$ cat config.mk
export PLATFORM = sky130hd
export DESIGN_NAME = huk_provisioner
export DESIGN_NICKNAME = d
export VERILOG_FILES = /design/src/rtl/huk_pkg.sv /design/src/rtl/huk_datapath.sv /design/src/rtl/huk_control.sv /design/src/rtl/huk_provisioner.sv
export SDC_FILE = /design/constraint.sdc
export NUM_CORES = 1
export LEC_CHECK = 0
export BUFFER_PORTS_ARGS = -buffer_cell sky130_fd_sc_hd__buf_2
export CAP_MARGIN = 10
export CORE_ASPECT_RATIO = 0.6
export CORE_UTILIZATION = 30
export DETAILED_ROUTE_END_ITERATION = 6
export HOLD_SLACK_MARGIN = 0.02
export PLACE_DENSITY = 0.57
export SKIP_CTS_REPAIR_TIMING = 1
export SLEW_MARGIN = 20
export SYNTH_ARGS = -nofsm -noshare
export SYNTH_HDL_FRONTEND = slang
export SYNTH_HIERARCHICAL = 1
export SYNTH_SLANG_ARGS = --single-unit
export TNS_END_PERCENT = 50
$ cat constraint.sdc
create_clock -name clk -period 5 [get_ports clk]
set_input_delay 0.75 -clock clk [delete_from_list [all_inputs] [get_ports clk]]
set_output_delay 0.75 -clock clk [all_outputs]
set_load 0.005 [all_outputs]
$ cat src/rtl/huk_pkg.sv
package huk_pkg;
  typedef struct packed {
    logic loadRead;
    logic loadRng;
    logic loadOld;
    logic clearIdx;
    logic nextWord;
    logic startTimer;
    logic clearBuf;
  } hukStrobe_t;

  typedef enum logic [1:0] {
    KEY_OK      = 2'd0,
    KEY_FAIL    = 2'd1,
    KEY_TIMEOUT = 2'd2
  } keyStatus_t;
endpackage

$ cat src/rtl/huk_datapath.sv
module huk_datapath
  import huk_pkg::*;
#(
  parameter int WORDS          = 4,
  parameter int WORD_W         = 32,
  parameter int TIMEOUT_CYCLES = 1000,
  localparam int KEY_W    = WORDS * WORD_W,
  localparam int IDX_BITS = (WORDS > 1) ? $clog2(WORDS) : 1,
  localparam int TMR_W    = $clog2(TIMEOUT_CYCLES + 1)
) (
  input  logic                clk,
  input  logic                rstN,
  input  hukStrobe_t          strobe,
  input  logic [KEY_W-1:0]    fuseRspData,
  input  logic [KEY_W-1:0]    rngData,
  output logic [KEY_W-1:0]    keyBuf,
  output logic [IDX_BITS-1:0] wordIdx,
  output logic [WORD_W-1:0]   progBits,
  output logic                blank,
  output logic                conflict,
  output logic                noChange,
  output logic                lastWord,
  output logic                timedOut
);
  logic [WORD_W-1:0] oldWord;
  logic [WORD_W-1:0] target;
  logic [TMR_W-1:0]  tmr;

  // key buffer: filled by the burst read or the random source, wiped at end
  always_ff @(posedge clk) begin
    if (!rstN || strobe.clearBuf) begin
      keyBuf  <= '0;
      oldWord <= '0;
    end else begin
      if (strobe.loadRead)     keyBuf  <= fuseRspData;
      else if (strobe.loadRng) keyBuf  <= rngData;
      if (strobe.loadOld)      oldWord <= fuseRspData[WORD_W-1:0];
    end
  end

  always_ff @(posedge clk) begin
    if (!rstN || strobe.clearIdx || strobe.clearBuf) wordIdx <= '0;
    else if (strobe.nextWord)                          wordIdx <= wordIdx + IDX_BITS'(1);
  end

  // per-command response timer, saturating
  always_ff @(posedge clk) begin
    if (!rstN || strobe.startTimer)         tmr <= '0;
    else if (tmr != TMR_W'(TIMEOUT_CYCLES)) tmr <= tmr + TMR_W'(1);
  end

  assign target   = keyBuf[wordIdx*WORD_W +: WORD_W];
  assign progBits = target & ~oldWord;
  assign blank    = (keyBuf == '0);
  assign conflict = |(~target & oldWord);
  assign noChange = (progBits == '0);
  assign lastWord = (wordIdx == IDX_BITS'(WORDS - 1));
  assign timedOut = (tmr == TMR_W'(TIMEOUT_CYCLES - 1));
endmodule

$ cat src/rtl/huk_control.sv
module huk_control
  import huk_pkg::*;
(
  input  logic       clk,
  input  logic       rstN,
  input  logic       keyReq,
  input  logic       fuseRspValid,
  input  logic       fuseRspError,
  input  logic       fuseRspVerifyFail,
  input  logic       rngValid,
  input  logic       blank,
  input  logic       conflict,
  input  logic       noChange,
  input  logic       lastWord,
  input  logic       timedOut,
  output hukStrobe_t strobe,
  output logic       fuseCmdValid,
  output logic       fuseCmdWrite,
  output logic       fuseCmdSingle,
  output logic       rngReq,
  output logic       keyGrant,
  output logic       keyDone,
  output keyStatus_t keyStatus
);
  typedef enum logic [3:0] {
    S_IDLE, S_BURST, S_BURST_WAIT, S_CHECK, S_RNG,
    S_PEEK, S_PEEK_WAIT, S_CMP, S_PROG, S_PROG_WAIT, S_DONE
  } state_t;

  state_t     state, nextState;
  keyStatus_t statusQ, nextStatus;

  always_ff @(posedge clk) begin
    if (!rstN) begin
      state   <= S_IDLE;
      statusQ <= KEY_OK;
    end else begin
      state   <= nextState;
      statusQ <= nextStatus;
    end
  end

  always_comb begin
    nextState     = state;
    nextStatus    = statusQ;
    strobe        = '0;
    fuseCmdValid  = 1'b0;
    fuseCmdWrite  = 1'b0;
    fuseCmdSingle = 1'b0;
    rngReq        = 1'b0;
    keyDone       = 1'b0;
    case (state)
      S_IDLE: if (keyReq) nextState = S_BURST;
      S_BURST: begin
        fuseCmdValid      = 1'b1;
        strobe.startTimer = 1'b1;
        nextState         = S_BURST_WAIT;
      end
      S_BURST_WAIT: begin
        if (fuseRspValid) begin
          if (fuseRspError) begin
            nextStatus = KEY_FAIL;
            nextState  = S_DONE;
          end else begin
            strobe.loadRead = 1'b1;
            nextState       = S_CHECK;
          end
        end else if (timedOut) begin
          nextStatus = KEY_TIMEOUT;
          nextState  = S_DONE;
        end
      end
      S_CHECK: begin
        if (blank) nextState = S_RNG;
        else begin
          nextStatus = KEY_OK;
          nextState  = S_DONE;
        end
      end
      S_RNG: begin
        rngReq = 1'b1;
        if (rngValid) begin
          strobe.loadRng  = 1'b1;
          strobe.clearIdx = 1'b1;
          nextState       = S_PEEK;
        end
      end
      S_PEEK: begin
        fuseCmdValid      = 1'b1;
        fuseCmdSingle     = 1'b1;
        strobe.startTimer = 1'b1;
        nextState         = S_PEEK_WAIT;
      end
      S_PEEK_WAIT: begin
        if (fuseRspValid) begin
          if (fuseRspError) begin
            nextStatus = KEY_FAIL;
            nextState  = S_DONE;
          end else begin
            strobe.loadOld = 1'b1;
            nextState      = S_CMP;
          end
        end else if (timedOut) begin
          nextStatus = KEY_TIMEOUT;
          nextState  = S_DONE;
        end
      end
      S_CMP: begin
        if (conflict) begin
          nextStatus = KEY_FAIL;
          nextState  = S_DONE;
        end else if (!noChange) begin
          nextState = S_PROG;
        end else if (lastWord) begin
          nextStatus = KEY_OK;
          nextState  = S_DONE;
        end else begin
          strobe.nextWord = 1'b1;
          nextState       = S_PEEK;
        end
      end
      S_PROG: begin
        fuseCmdValid      = 1'b1;
        fuseCmdWrite      = 1'b1;
        fuseCmdSingle     = 1'b1;
        strobe.startTimer = 1'b1;
        nextState         = S_PROG_WAIT;
      end
      S_PROG_WAIT: begin
        if (fuseRspValid) begin
          if (fuseRspError || fuseRspVerifyFail) begin
            nextStatus = KEY_FAIL;
            nextState  = S_DONE;
          end else if (lastWord) begin
            nextStatus = KEY_OK;
            nextState  = S_DONE;
          end else begin
            strobe.nextWord = 1'b1;
            nextState       = S_PEEK;
          end
        end else if (timedOut) begin
          nextStatus = KEY_TIMEOUT;
          nextState  = S_DONE;
        end
      end
      S_DONE: begin
        keyDone         = 1'b1;
        strobe.clearBuf = 1'b1;
        nextState       = S_IDLE;
      end
      default: nextState = S_IDLE;
    endcase
  end

  assign keyGrant  = (state != S_IDLE);
  assign keyStatus = statusQ;
endmodule

$ cat src/rtl/huk_provisioner.sv
module huk_provisioner
  import huk_pkg::*;
#(
  parameter int                 IDX_W          = 10,
  parameter logic [IDX_W-1:0]   SLOT_BASE      = 10'h104,
  parameter int                 WORDS          = 4,
  parameter int                 WORD_W         = 32,
  parameter int                 TIMEOUT_CYCLES = 1000
) (
  input  logic                            clk,
  input  logic                            rstN,
  input  logic                            keyReq,
  output logic                            keyGrant,
  output logic                            keyDone,
  output logic [1:0]                      keyStatus,
  output logic [WORDS*WORD_W-1:0]         keyData,
  output logic                            rngReq,
  input  logic                            rngValid,
  input  logic [WORDS*WORD_W-1:0]         rngData,
  output logic                            fuseCmdValid,
  output logic                            fuseCmdWrite,
  output logic [IDX_W-1:0]                fuseCmdIndex,
  output logic [$clog2(WORDS+1)-1:0]      fuseCmdCount,
  output logic [WORD_W-1:0]               fuseCmdWdata,
  input  logic                            fuseRspValid,
  input  logic                            fuseRspError,
  input  logic                            fuseRspVerifyFail,
  input  logic [WORDS*WORD_W-1:0]         fuseRspData
);
  localparam int KEY_W    = WORDS * WORD_W;
  localparam int IDX_BITS = (WORDS > 1) ? $clog2(WORDS) : 1;
  localparam int CNT_W    = $clog2(WORDS + 1);

  hukStrobe_t          strobe;
  keyStatus_t          statusQ;
  logic [KEY_W-1:0]    keyBuf;
  logic [IDX_BITS-1:0] wordIdx;
  logic [WORD_W-1:0]   progBits;
  logic blank, conflict, noChange, lastWord, timedOut, cmdSingle;

  huk_control ctrl (
    .clk, .rstN, .keyReq, .fuseRspValid, .fuseRspError, .fuseRspVerifyFail,
    .rngValid, .blank, .conflict, .noChange, .lastWord, .timedOut,
    .strobe, .fuseCmdValid, .fuseCmdWrite, .fuseCmdSingle(cmdSingle),
    .rngReq, .keyGrant, .keyDone, .keyStatus(statusQ)
  );

  huk_datapath #(.WORDS(WORDS), .WORD_W(WORD_W), .TIMEOUT_CYCLES(TIMEOUT_CYCLES)) dp (
    .clk, .rstN, .strobe, .fuseRspData, .rngData, .keyBuf, .wordIdx,
    .progBits, .blank, .conflict, .noChange, .lastWord, .timedOut
  );

  assign keyStatus    = statusQ;
  assign keyData      = (keyDone && statusQ == KEY_OK) ? keyBuf : '0;
  assign fuseCmdIndex = cmdSingle ? SLOT_BASE + IDX_W'(wordIdx) : SLOT_BASE;
  assign fuseCmdCount = cmdSingle ? CNT_W'(1) : CNT_W'(WORDS);
  assign fuseCmdWdata = fuseCmdWrite ? progBits : '0;
endmodule

**Yosys cells after proc, flatten, opt, wreduce, memory -nomap -nowiden**

Cells that the tools add are included.

- Equality and inequality tests: 18
- $mul: 0
- Reductions and logical operators: 20
- Divide/modulo/power cells: 0
- Bitwise operators: 4
- Muxes and demuxes: 47
- Shifts and indexed selects: 1
- $add $sub $neg: 3
- $lt $le $gt $ge: 0

Operators with widths:

| kind | number |
|---|---|
| two-way mux 128 bit | 3 |
| zero test 128 bit | 1 |
| indexed part select 128 x 8 -> 32 bit | 1 |
| AND 32 bit | 2 |
| NOT 32 bit | 2 |
| two-way mux 4 bit | 13 |
| one-hot mux 4 bit (10 select lines) | 1 |
| zero test 32 bit | 1 |
| two-way mux 32 bit | 1 |
| OR reduction 32 bit | 1 |
| two-way mux 2 bit | 9 |
| equality test 4 x 3 -> 1 bit (second input constant) | 4 |
| two-way mux 1 bit | 16 |
| equality test 4 bit (second input constant) | 3 |
| adder 10 x 1 -> 10 bit (second input constant) | 1 |
| adder 9 x 2 -> 10 bit (first input constant) | 1 |
| equality test 10 bit (second input constant) | 1 |
| two-way mux 10 bit | 1 |
| inequality test 10 bit (second input constant) | 1 |
| equality test 4 x 2 -> 1 bit (second input constant) | 2 |
| one-hot mux 2 bit (4 select lines) | 1 |
| nonzero test 4 bit | 2 |
| inequality test 2 bit (second input constant) | 3 |
| inequality test 3 x 2 -> 1 bit (second input constant) | 2 |
| other kinds (15) | 20 |

- Latch bits: 0
- Bits in writable memories: 0
- Logic and storage cells: 99
- Input bits: 263
- Output and inout port bits: 180
- Memory bits (read-only): 0
- Memories kept: 0
- Register bits: 178

**Longest topological paths before layout**

Gate-level depths: netlist (run 1).

- Depth in word-level cells: 6
- Mapped depth: 15
- Gate-level depth less buffers: 9

**By module**

The synthesis (run 1) kept the hierarchy.

Modules (own cells, without submodules):

| module | instances | sequential area each (sq um) | cells each | area each (sq um) |
|---|---|---|---|---|
| huk_datapath | 1 | 3443.3 | 1103 | 9283.9 |
| huk_provisioner | 1 | 0.0 | 220 | 2128.3 |
| huk_control | 1 | 120.1 | 101 | 700.7 |

**Worst setup path after synthesis (run 1)**

OpenSTA, ideal clock, no wires.

- Path kind: reg-to-reg
- Start: register dp.wordIdx[0]
- End: register dp.wordIdx[1]
- Slack: 1401 ps
- Required time: 4872 ps
- Stages on the path, launching flop included: 15
- Arrival: 3471 ps
- Setup time: 128 ps
- Cell sequence: dfxtp_1 > buf_6 > buf_6 > buf_6 > buf_4 > buf_4 > mux2i_1 > nand2_1 > a311oi_1 > or4bb_1 > nor4_2 > or3b_2 > o21ai_0 > mux2i_1 > nor3_1

RTL lines:

| what | RTL line | source |
|---|---|---|
| start, declared | huk_datapath.sv:17 | `output logic [IDX_BITS-1:0] wordIdx,` |
| start signal, assigned | huk_datapath.sv:43 | `else if (strobe.nextWord) wordIdx <= wordIdx + IDX_BITS'(1);` |

==> run summary, run 1 <==
• **result of the run** finished clean
• **GR Util met2** 42.1%
• **final critical delay including setup and external delays** 4.37 ns
• **area enclosed by the die boundary** 41200 um^2
• **Syn. warnings** 6
• **Worst-Skew Late Latency** 0.46 ns
• **mean area per synthesized cell** 8.51 um^2
• **via count of the first global-routing pass** 11700
• **area of all placed cells without fillers** 15100 um^2
• **signal arrival time at the worst endpoint** 4.70 ns
• **top area cells in the synthesized netlist** sky130_fd_sc_hd__dfxtp_1, sky130_fd_sc_hd__mux2i_1, sky130_fd_sc_hd__nor2_1, sky130_fd_sc_hd__and4bb_2, sky130_fd_sc_hd__a21oi_1
• **leakage** 0.00638 uW
• **FFs w/ async S/R, synth** 0%
• **detail-routed net length per standard cell** 26.5 um
• **number of standard cells after synthesis** 1424
• **largest net degree at the start of global routing** 153
• **worst clock skew on the final layout** 0.0132 ns
• **area growth from synthesis to layout** 24.6%
• **tightest slew margin relative to the limit** 28.3%
• **area share of the leading cell type in the synthesized netlist** 29.4%
• **share of the yosys chip area belonging to registers** 29.4%
• **HP Class** reg2reg
• **drt total wl** 60900 um
• **final standard cell utilization of the core** 38.3%
• **maximum fanout encountered on the critical timing path** 26
• **class of the most critical setup path** reg2reg
• **core region area** 39400 um^2
• **worst path required time** 5.33 ns
• **post-synthesis share of cell area spent on and, or, nand and nor gates** 32.0%
• **post-synthesis compound-gate area fraction** 10.2%
• **cell with the biggest individual delay on the critical path** sky130_fd_sc_hd__dfxtp_4
• **clock sink count** 178
• **mapped cell area** 12100 um^2
• **width of the die** 261 um
• **Fill cells** 4206
• **multiplexer area fraction after synthesis** 20.5%
• **max-slew violations** 0
• **clock edge transition at the registers on the reported setup and hold paths** 0.07 ns
• **CP endpoint kind** register
• **worst stage delay on the critical path** 0.65 ns
• **wire length of the first global-routing pass** 84400 um
• **max capacitance violation total** 0
• **DP Area** 14500 um^2
• **via total after detailed routing** 12600
• **Max rail drop VDD** 0.230 mV
• **power per standard cell area** 276 nW/um^2
• **fraction of layout instances using a drive strength above 1** 34.4%
• **buffers and inverters on the worst path** 1
• **first-pass iteration count of the detailed router** 5
• **first-iteration detailed-routing DRC count** 1294
• **antenna violations before repair** 7
• **Startpoint Class** register
• **maximum number of buffers from clock root to sink** 2
• **clock buffers created by TritonCTS** 17
• **number of I/O port buffers** 433
• **# setup viols final** 0
• **largest family of logic cells by synthesized area** simple AND/OR/NAND/NOR gates
• **row count** 56
• **global-route congestion overflow total** 0
• **crit-path cells** buf_4 > mux4_2 > a22o_1 > a311o_1 > or4b_1 > nor4_2 > or3b_2 > o21ai_0 > mux2i_1 > nor3_1
• **Yosys top cell by area** sky130_fd_sc_hd__dfxtp_1
• **part of the cycle the worst path needs** 87.3%
• **Synth Flop Type** sky130_fd_sc_hd__dfxtp_1
• **commonest non-fill, non-tap cells in the layout** sky130_fd_sc_hd__buf_2, sky130_fd_sc_hd__nor2_1, sky130_fd_sc_hd__mux2i_1
• **per-cell via count in the routed design** 5.50
• **number of nets in the layout** 2026
• **count of different cell masters after synthesis** 64
• **# H-tree levels** 4
• **Hold WS** 0.516 ns
• **global placement routability congestion** 0.977
• **leading cell type in the layout, fill and taps excluded** sky130_fd_sc_hd__buf_2
• **Achievable Freq** 229 MHz
• **Post-synth EDFFs** 0
• **Final TNS setup** 0 ns
• **number of top-level pins** 443
• **Tot GR Track Use** 28.8%
• **cell family with most CP delay** simple AND/OR/NAND/NOR gates
• **Slew @ Worst Pin** 1.07 ns
• **Clock Tree Root** sky130_fd_sc_hd__clkbuf_16
• **adder and majority gate portion of the synthesized area** 0.310%
• **clock tree from TritonCTS** built
• **initial standard-cell utilization of the core** 30.7%
• **die height** 158 um
• **HPWL Detailed** 47200 um
• **xor/xnor cell area share of the yosys netlist** 0.723%
• **post-route antenna net violation count** 0
• **global-route track usage on met1** 41.1%
• **flip-flop and latch count after synthesis** 178
• **busiest metal layer after global routing** met2
• **number of hold violations in the final report** 0
• **drt drc** 0
• **met3 Use GR** 8.07%
• **setup repair after global routing missed its margin** false
==> cells by family after synthesis <==
group,Yosys count
simple gates,625
mux,222
compound gates,211
flops,178
buf+inv,173
xor+xnor,10
fa+ha+maj,3
other cells,2
==> registers in the layout (all words and copies together) (netlist names) <==
register,cells
dp/keyBuf,128
dp/tmr,10
ctrl/keyStatus,2
dp/wordIdx,2
dp/oldWord,32
ctrl/state,4
==> stage by stage <==
step / setup WS [ns] / power [uW] / std cells
6_report: 0.633 / 4170 / 2298
5_1_grt: 0.467 / 4350 / 2296
4_1_cts: 0.673 / 4180 / 2294
3_5_place_dp: 0.687 / 2760 / 2263
3_3_place_gp: 0.713 / 2750 / 2263
2_1_floorplan: 1.40 / 2310 / 1431
==> power by group <==
group | switching, uW | internal [uW] | total (uW)
Sequential | 223 | 1510 | 1730
Combinational | 601 | 429 | 1030
Clock | 653 | 758 | 1410
==> synth_stat cells (3+ instances only) <==
cell,number
sky130_fd_sc_hd__a211oi_1,8
sky130_fd_sc_hd__a21oi_1,144
sky130_fd_sc_hd__a221oi_1,3
sky130_fd_sc_hd__a22o_1,4
sky130_fd_sc_hd__a22oi_1,14
sky130_fd_sc_hd__a311oi_1,3
sky130_fd_sc_hd__a31oi_1,3
sky130_fd_sc_hd__and2_1,55
sky130_fd_sc_hd__and3_1,11
sky130_fd_sc_hd__and4bb_1,30
sky130_fd_sc_hd__and4bb_2,85
sky130_fd_sc_hd__buf_1,14
sky130_fd_sc_hd__buf_2,39
sky130_fd_sc_hd__buf_4,19
sky130_fd_sc_hd__buf_6,9
sky130_fd_sc_hd__clkbuf_1,62
sky130_fd_sc_hd__dfxtp_1,178
sky130_fd_sc_hd__ha_1,3
sky130_fd_sc_hd__inv_1,29
sky130_fd_sc_hd__mux2_2,4
sky130_fd_sc_hd__mux2i_1,198
sky130_fd_sc_hd__mux4_2,20
sky130_fd_sc_hd__nand2_1,22
sky130_fd_sc_hd__nand2b_1,7
sky130_fd_sc_hd__nand3_1,5
sky130_fd_sc_hd__nand4_1,10
sky130_fd_sc_hd__nor2_1,313
sky130_fd_sc_hd__nor2b_1,6
sky130_fd_sc_hd__nor3_1,12
sky130_fd_sc_hd__nor3b_1,3
sky130_fd_sc_hd__nor4_1,33
sky130_fd_sc_hd__nor4bb_1,13
sky130_fd_sc_hd__o21ai_0,10
sky130_fd_sc_hd__o22ai_1,7
sky130_fd_sc_hd__o32ai_1,4
sky130_fd_sc_hd__or4_1,5
sky130_fd_sc_hd__xnor2_1,7
sky130_fd_sc_hd__xor2_1,3
==> path summary, 6_finish.rpt <==
| path | start | to | slack [ns] | depth (start not counted) |
|---|---|---|---|---|
| setup / recovery | dp/wordIdx[0]$_SDFFE_PP0P_ | dp/wordIdx[1]$_SDFFE_PP0P_ | 0.63 | 10 |
| hold / removal | dp/oldWord[29]$_SDFFE_PP0P_ | dp/oldWord[29]$_SDFFE_PP0P_ | 0.52 | 2 |
| setup reg to reg | dp/wordIdx[0]$_SDFFE_PP0P_ | dp/wordIdx[1]$_SDFFE_PP0P_ | 0.63 | 10 |
| hold reg to reg | dp/oldWord[29]$_SDFFE_PP0P_ | dp/oldWord[29]$_SDFFE_PP0P_ | 0.52 | 2 |
==> layer usage <==
| metal | vias up | share of wire [%] | wire length (um) |
|---|---|---|---|
| met1 | 6175 | 47 | 28500 |
| met4 | 6 | 1.8 | 1120 |
| met2 | 588 | 42 | 25900 |
| li1 | 5807 | - | - |
| met3 | 60 | 8.8 | 5360 |
| met5 | - | 0.056 | 34 |
==> cell type report <==
type / instances / area [um^2] / share of cell area, %
multi-input combinational: 1080 / 7770 / 51.5
sequential: 178 / 3570 / 23.7
timing repair buffer: 454 / 2390 / 15.8
tap: 522 / 653 / 4.33
clock buffer: 18 / 439 / 2.91
clock inverter: 13 / 149 / 0.986
inverter: 29 / 109 / 0.721
antenna: 4 / 10.0 / 0.0663
==> worst min-delay path, delay by kind of cell, from the launching register on <==
kind / cells / cell delay [ns]
simple gates: 1 / 0.08
mux: 1 / 0.07
flops: 1 / 0.33
(Power assumes the default switching activity.)
==> run 2, diff against run 1 <==
- BUFFER_PORTS_ARGS: -buffer_cell sky130_fd_sc_hd__buf_2 -> -buffer_cell sky130_fd_sc_hd__clkbuf_2
==> run summary, run 2 (synthesis gave the netlist of run 1 again) <==
• **final standard cell utilization of the core** 38.4%, was 38.3%
• **CP endpoint kind** register, unchanged
• **via count of the first global-routing pass** 11800, was 11700
• **max-slew violations** 0, unchanged
• **Achievable Freq** 224 MHz, was 229 MHz
• **number of instances on the worst hold path** 2, unchanged
• **clock buffers created by TritonCTS** 17, unchanged
• **leading cell type in the layout, fill and taps excluded** sky130_fd_sc_hd__clkbuf_2, was sky130_fd_sc_hd__buf_2
• **# setup viols final** 0, unchanged
• **Max rail drop VDD** 0.239 mV, was 0.230 mV
• **dominant cell type by count on the critical path** sky130_fd_sc_hd__or4_1
• **commonest non-fill, non-tap cells in the layout** sky130_fd_sc_hd__clkbuf_2, sky130_fd_sc_hd__nor2_1, sky130_fd_sc_hd__mux2i_1, was sky130_fd_sc_hd__buf_2, sky130_fd_sc_hd__nor2_1, sky130_fd_sc_hd__mux2i_1
• **worst clock skew on the final layout** 0.00969 ns, was 0.0132 ns
• **HPWL Detailed** 48100 um, was 47200 um
• **Startpoint Class** register, unchanged
• **worst path required time** 5.32 ns, was 5.33 ns
• **flip-flop count of the largest register, all copies and words added** 128, unchanged
• **HP Class** reg2reg, unchanged
• **final critical delay including setup and external delays** 4.46 ns, was 4.37 ns
• **part of the cycle the worst path needs** 89.2%, was 87.3%
• **antenna violations before repair** 4, was 7
• **number of nets in the layout** 2031, was 2026
• **global-route congestion overflow total** 0, unchanged
• **Reg with most FFs** dp/keyBuf, unchanged
• **global placement routability congestion** 1.00, was 0.977
• **Worst-Skew Late Latency** 0.46 ns, about the same
• **via total after detailed routing** 12600, about the same
• **clock sink count** 178, unchanged
• **number of hold violations in the final report** 0, unchanged
• **width of the die** 261 um, unchanged
• **cell family with most CP delay** simple AND/OR/NAND/NOR gates, unchanged
• **leakage** 0.00632 uW, was 0.00638 uW
• **worst stage delay on the critical path** 0.69 ns, was 0.65 ns
• **largest net degree at the start of global routing** 207, was 153
• **final worst-path setup slack** 0.539 ns, was 0.633 ns
• **die height** 158 um, unchanged
• **crit-path cells** mux4_2 > and2_4 > or4_1 > or4_1 > nor4_2 > or3b_2 > o21ai_0 > mux2i_1 > nor3_1, was buf_4 > mux4_2 > a22o_1 > a311o_1 > or4b_1 > nor4_2 > or3b_2 > o21ai_0 > mux2i_1 > nor3_1
• **cell with the biggest individual delay on the critical path** sky130_fd_sc_hd__dfxtp_4, unchanged
• **number of I/O port buffers** 433, unchanged
• **area enclosed by the die boundary** 41200 um^2, unchanged
• **Clock Tree Root** sky130_fd_sc_hd__clkbuf_16, unchanged
• **drt drc** 0, unchanged
• **maximum fanout encountered on the critical timing path** 30, was 26
• **class of the most critical setup path** reg2reg, unchanged
• **signal arrival time at the worst endpoint** 4.78 ns, was 4.70 ns
• **# H-tree levels** 4, unchanged
• **core region area** 39400 um^2, unchanged
• **setup repair after global routing missed its margin** false, unchanged
• **reg-to-reg startpoint** dp/wordIdx[0]$_SDFFE_PP0P_, unchanged
• **total stage count of the critical path** 9, was 10
• **area growth from synthesis to layout** 25.1%, was 24.6%
• **Tot GR Track Use** 29.2%, was 28.8%
• **result of the run** finished clean, unchanged
• **wire length of the first global-routing pass** 86000 um, was 84400 um
• **buffers and inverters on the worst path** 0, was 1
• **origin of the worst min-delay path** dp/oldWord[10]$_SDFFE_PP0P_, was dp/oldWord[29]$_SDFFE_PP0P_
• **dpl ws** 0.603 ns, was 0.687 ns
• **power per standard cell area** 283 nW/um^2, was 276 nW/um^2
• **total power** 4290 uW, was 4170 uW
• **leading registers by flop count** dp/keyBuf: 128 flops, dp/oldWord: 32 flops, dp/tmr: 10 flops, unchanged
• **number of top-level pins** 443, unchanged
• **maximum number of buffers from clock root to sink** 2, unchanged
• **first-pass iteration count of the detailed router** 5, unchanged
• **fraction of layout instances using a drive strength above 1** 34.6%, was 34.4%
• **launch point of the worst path** dp/wordIdx[0]$_SDFFE_PP0P_, unchanged
• **detail-routed net length per standard cell** 26.7 um, was 26.5 um
• **tightest slew margin relative to the limit** 32.0%, was 28.3%
• **row count** 56, unchanged
• **post-route antenna net violation count** 0, unchanged
• **first-iteration detailed-routing DRC count** 1129, was 1294
• **per-cell via count in the routed design** 5.46, was 5.50
• **clock edge transition at the registers on the reported setup and hold paths** 0.07 ns, about the same
• **clock tree from TritonCTS** built, unchanged
• **Final TNS setup** 0 ns, unchanged
• **initial standard-cell utilization of the core** 30.7%, unchanged
• **drt total wl** 61600 um, was 60900 um
• **Slew @ Worst Pin** 1.02 ns, was 1.07 ns
• **Hold WS** 0.501 ns, was 0.516 ns
• **max capacitance violation total** 0, unchanged
• **depth of the worst register-to-register path** 9, was 10
run 2: changes by cell type in the layout (fill, tap and decap cells not counted), sizes merged:
cell	previous run	this run
clkbuf	18	451
buf	454	26
diode	4	2
bufinv	2	4
inv	35	34
run 2: area by class of cell:
cell class	count	area, um^2
fillers	4087	24300
inverters	29	109
diodes	2	5.00
multi-input cells	1080	7770
clock inverters	14	200
well taps	522	653
clock buffers	18	439
flip-flops and latches	178	3570
repair buffers	459	2400
run 2: routing by layer:
layer	routed length, um	vias up	track usage, %
met5	17	-	0
met4	869	2	5.98
met3	5320	42	9.06
met2	25900	549	42.7
met1	29500	6165	41.8
li1	-	5803	-
run 2: worst register-to-register path, cell delays in order (launching register included):
cell and delay, ns:
sky130_fd_sc_hd__dfxtp_4 0.69, sky130_fd_sc_hd__mux4_2 0.60, sky130_fd_sc_hd__and2_4 0.18, sky130_fd_sc_hd__or4_1 0.54
sky130_fd_sc_hd__or4_1 0.53, sky130_fd_sc_hd__nor4_2 0.55, sky130_fd_sc_hd__or3b_2 0.56, sky130_fd_sc_hd__o21ai_0 0.38
sky130_fd_sc_hd__mux2i_1 0.24, sky130_fd_sc_hd__nor3_1 0.06
run 2: per-stage QoR:
step                cell area, um^2  cells
finish                        15200   2302
global route                  15200   2302
CTS                           15100   2300
detailed placement            14500   2268
global placement              14500   2268
floorplan                     12100   1431
run 2: final timing paths:
| path | end | slack [ns] |
|---|---|---|
| worst min-delay path | dp/oldWord[10]$_SDFFE_PP0P_ | 0.50 |
| worst max-delay path | dp/wordIdx[1]$_SDFFE_PP0P_ | 0.54 |
| worst max register to register | dp/wordIdx[1]$_SDFFE_PP0P_ | 0.54 |
| worst min register to register | dp/oldWord[10]$_SDFFE_PP0P_ | 0.50 |
run 2: where the power goes:
part	internal (uW)	leakage, uW	switching [uW]
Sequential	1510	0.00144	227
Clock	859	0.000310	649
Combinational	430	0.00458	615
Total	2800	0.00632	1490
